## src/rtl/out_supervisor.sv

```systemverilog
module out_supervisor #(
  parameter int FILT = 500
) (
  input  logic clk,
  input  logic rst_n,
  input  logic enable,
  input  logic supply_ok,
  input  logic soft_done,
  input  logic flag_over,
  input  logic flag_low,
  input  logic flag_under,
  input  logic flag_reach,
  output logic pgood,
  output logic ls_force_on,
  output logic drv_tristate,
  output logic ctrl_off
);
  localparam int CW = $clog2(FILT + 1);
  localparam int NF = 3;

  wire clr = !enable || !supply_ok;

  logic [NF-1:0] raw, q;
  assign raw[0] = flag_over;
  assign raw[1] = flag_under && soft_done;
  assign raw[2] = soft_done && flag_reach && !flag_over && !flag_low;

  for (genvar i = 0; i < NF; i++) begin : g_filt
    logic [CW-1:0] cnt;
    logic          st;
    always_ff @(posedge clk or negedge rst_n) begin
      if (!rst_n) begin
        cnt <= '0;
        st  <= 1'b0;
      end else if (clr || raw[i] == st) begin
        cnt <= '0;
        if (clr) st <= 1'b0;
      end else if (cnt == CW'(FILT - 1)) begin
        cnt <= '0;
        st  <= raw[i];
      end else begin
        cnt <= cnt + 1'b1;
      end
    end
    assign q[i] = st;
  end

  logic ov_lat, uv_lat;
  always_ff @(posedge clk or negedge rst_n) begin
    if (!rst_n) begin
      ov_lat <= 1'b0;
      uv_lat <= 1'b0;
    end else if (clr) begin
      ov_lat <= 1'b0;
      uv_lat <= 1'b0;
    end else begin
      if (q[0] && !uv_lat) ov_lat <= 1'b1;
      if (q[1] && !q[0] && !ov_lat) uv_lat <= 1'b1;
    end
  end

  assign ls_force_on  = ov_lat;
  assign drv_tristate = uv_lat;
  assign ctrl_off     = ov_lat || uv_lat;
  assign pgood        = q[2] && !ctrl_off;

  assert_fault_excl_R8: assert property (@(posedge clk) disable iff (!rst_n)
    !(ls_force_on && drv_tristate));

  assert_fault_hold_R9: assert property (@(posedge clk) disable iff (!rst_n)
    (ctrl_off && enable && supply_ok) |=> ctrl_off);

  assert_clear_R10: assert property (@(posedge clk) disable iff (!rst_n)
    clr |=> (!ctrl_off && !pgood));

  assert_pg_rise_R2: assert property (@(posedge clk) disable iff (!rst_n)
    $rose(pgood) |-> $past(soft_done && flag_reach && !flag_over && !flag_low));
endmodule

```

## config.mk

```make
export PLATFORM = sky130hd
export DESIGN_NAME = out_supervisor
export DESIGN_NICKNAME = d
export VERILOG_FILES = /design/src/rtl/out_supervisor.sv
export SDC_FILE = /design/constraint.sdc
export NUM_CORES = 1
export LEC_CHECK = 0
export BUFFER_PORTS_ARGS = -buffer_cell sky130_fd_sc_hd__buf_4
export CORE_MARGIN = 2
export CORE_UTILIZATION = 62
export DETAILED_ROUTE_END_ITERATION = 12
export GPL_ROUTABILITY_DRIVEN = 0
export PLACE_DENSITY = 0.82
export SYNTH_ARGS = -nofsm -noshare
export SYNTH_HDL_FRONTEND = slang
export SYNTH_SLANG_ARGS = --single-unit
```

## constraint.sdc

```tcl
create_clock -name clk -period 3.5 [get_ports clk]
set_input_delay 0.35 -clock clk [delete_from_list [all_inputs] [get_ports clk]]
set_output_delay 0.35 -clock clk [all_outputs]
set_load 0.02 [all_outputs]
```

==> results.md <==
- Max-slew headroom: a little under three fifths
- Pin count of the biggest net entering global routing: 33
- Synth warn: 0
- Cells after DPL: 198
- GR peak layer: met2
- Main flop type after synthesis: dfrtp_1
- NumNets Final: 188
- Endpoints failing hold: 0
- Switch Pwr: 139 µW
- Diode count: 0
- WS Path Type: reg2out
- Switching Share: 22.0%
- Postcts setup bufs: 0
- Most frequent cell after synthesis: dfrtp_1
- Clk_lat worst skew: 0.34 ns
- First-pass GRT wire length: around 5 mm
- Setup crit start kind: flip-flop
- Actual slew at the worst max-slew pin: approximately 0.65 ns
- Hold EP: g_filt[1].st
- Reg power frac: 58.7%
- Post-DP HPWL: 2.20 mm
- Gr ovfl total: 0
- Status: completed
- Die Y: 54.7 µm
- Clock share of power: 37.4%
- GR Util met1: 30.6%
- Area delta synth->final: 12.4%
- Vias per cell: 6.16
- Avg Cell Area, Syn: 10.2 µm²
- Initial core utilization: 64.9%
- Hold Path Origin: soft_done
- Fmax: 612 MHz
- Post-synth top area share: 50.2%
- RSZ-0062 raised after global routing: false
- Fillcell total: about 160
- Tcrit/Tclk final: roughly 47%
- Combinational power share: 3.9%
- Routed len/inst: 15.0 µm
- Synth area leaders: dfrtp_1 50%, or3_1 5.1%, o21ai_0 4.1%
- Net Count, Synth: 169
- CTS root buf: clkbuf_4
- Initial antenna violation count: 0
- Synthesized area: approximately 0.0016 mm²
- Met3 Usage GRT: under 10%
- CTS tree: built
- Reg clk slew, reported paths: 0.10 ns
- Reg-to-reg slack, setup: 1.88 ns
- Initial drt markers: 27
- Clock sink count: 32
- Final Skew: 0.0154 ns
- Final setup vio count: 0
- Synth cell types: 34
- Pins over their slew limit: 0
- Maxcap violations: 0
- TritonRoute pass-1 iters: 4
- Synth async-reset ratio: 100%
- Final core occ: between 70 and 80%
- Number of global-route vias before repair: around 1200
- Min-delay worst type: in2reg
- Num rows: 18
- Leak pwr: 0.000733 µW
- Maximum fanout along the worst path: 4
- FF-to-FF Start: g_filt[0].cnt[0]
- Pwr dens: 353 mW/mm²
- DRC: 0
- Max IR drop VDD: 0.388 mV
- Via count: 1269
- # port buffers: 12
- CP Capture Type: output port
- Worst EP required: approximately 3.2 ns
- Finished Layout Cells: approximately 210
- Antenna-violating nets left: 0
- Htree depth: 2
- Gate Count Post-Synth: 157
- Register area share after synthesis: 50.2%
- CP arrival: roughly 1.3 ns
- CTS Buf Count: 5
- Met2 Use GR: 38.7%
- P_int: 494 µW
- Share of cells above drive strength 1: 15.3%
- Min-Delay Path Depth: 4
- Total negative slack: 0 ns
- Cell accounting for the most synthesized area: dfrtp_1
- Total wire length: a little over 3 mm
- Reg-to-reg endpoint: g_filt[0].cnt[8]
- Depth of the worst register-to-register path: 4
- Core ar.: 0.00245 mm²
- Synth Register Bits: 32
- EDFF count, synth: 0
- GRT Util Overall: between 20 and 25%
- Min Tclk post-route: 1.64 ns
- I/O Pins: 13
- Die Area: 0.00299 mm²
- Leading cell types by count after synthesis: 32 x dfrtp_1, 13 x o21ai_0, 13 x or3_1
- Chip width: 54.7 µm
- Clock buffer depth: 2
- Pwr Total: 633 µW
==> repair_timing <==
item / CTS / global route
resized for setup: 0 / 0
hold buffers: 1 / 0
endpoints found under the hold margin: 32 / 0
==> per-layer routing <==
metal | vias up | part of all wire, % | routed length, µm
met5 | - | 0 | 0
met4 | 0 | 1.4 | 42
met3 | 6 | 4.7 | 145
met2 | 38 | 49 | 1500
met1 | 609 | 45 | 1400
li1 | 616 | - | -
==> layout make-up <==
| class | instances | area, µm² | area share (%) |
|---|---|---|---|
| clock buffer | 7 | 65.1 | 3.63 |
| inverter | 8 | 30.0 | 1.68 |
| multi-input combinational | 116 | 758 | 42.3 |
| sequential | 32 | 801 | 44.7 |
| tap | 30 | 37.5 | 2.09 |
| timing repair buffer | 13 | 100 | 5.59 |
==> registers in the layout, indices dropped and copies added, names as in the netlist <==
signal,cells
g_filt.cnt,27
g_filt.st,3
drv_tristate,1
ls_force_on,1
==> worst max path at each step <==
stage / cells after the start / slack, ns / startpoint / endpoint
2_1_floorplan: 2 / 2.00 / ls_force_on / pgood
3_3_place_gp: 4 / 2.03 / flag_over / g_filt[2].cnt[5]
3_5_place_dp: 4 / 1.93 / g_filt[0].cnt[0] / g_filt[0].cnt[2]
4_1_cts: 3 / 1.84 / ls_force_on / pgood
5_1_grt: 3 / 1.77 / ls_force_on / pgood
6_report: 3 / 1.86 / ls_force_on / pgood
==> cells in the final DEF, fill, tap and decap left out, types with 4 or more instances in the layout <==
master	instances
nand2_1	7
nand3_1	9
clkbuf_4	5
o21ai_0	13
xnor2_1	6
or3_1	13
a211oi_1	8
xor2_1	4
nor3_1	8
dfrtp_1	32
inv_1	8
nor2_1	11
buf_4	12
a21oi_1	9
==> stage by stage <==
| stage | hold WS, ns | setup WS, ns | cell area [µm²] |
|---|---|---|---|
| finish | 0.358 | 1.86 | 1790 |
| global route | 0.356 | 1.77 | 1790 |
| CTS | 0.335 | 1.84 | 1790 |
| detailed placement | 0.306 | 1.93 | 1720 |
| global placement | 0.302 | 2.03 | 1720 |
| floorplan | 0.0544 | 2.00 | 1590 |
==> cell families after synthesis <==
group | Yosys count | share of synthesized area (%)
xor gates and xnor gates | 10 | 5.49
buffers and inverters | 9 | 2.20
AOI/OAI and AO/OA | 35 | 13.0
adders and majority gates | 3 | 2.36
muxes | 1 | 0.706
DFF | 32 | 50.2
and+or+nand+nor | 67 | 26.1
==> power by group through the flow <==
stage,clock [µW],combinational (µW),sequential [µW]
2_1_floorplan,0,6.35,379
3_3_place_gp,0,23.7,379
3_5_place_dp,0,24.5,379
4_1_cts,245,25.3,372
5_1_grt,266,28.7,372
6_report,237,24.9,372
==> critical path: stages (launching register included) <==
cell and delay (ns):
dfrtp_1 0.42, or2_2 0.31, nor2_1 0.09, buf_4 0.14
Power figures use the tool's default switching activity.
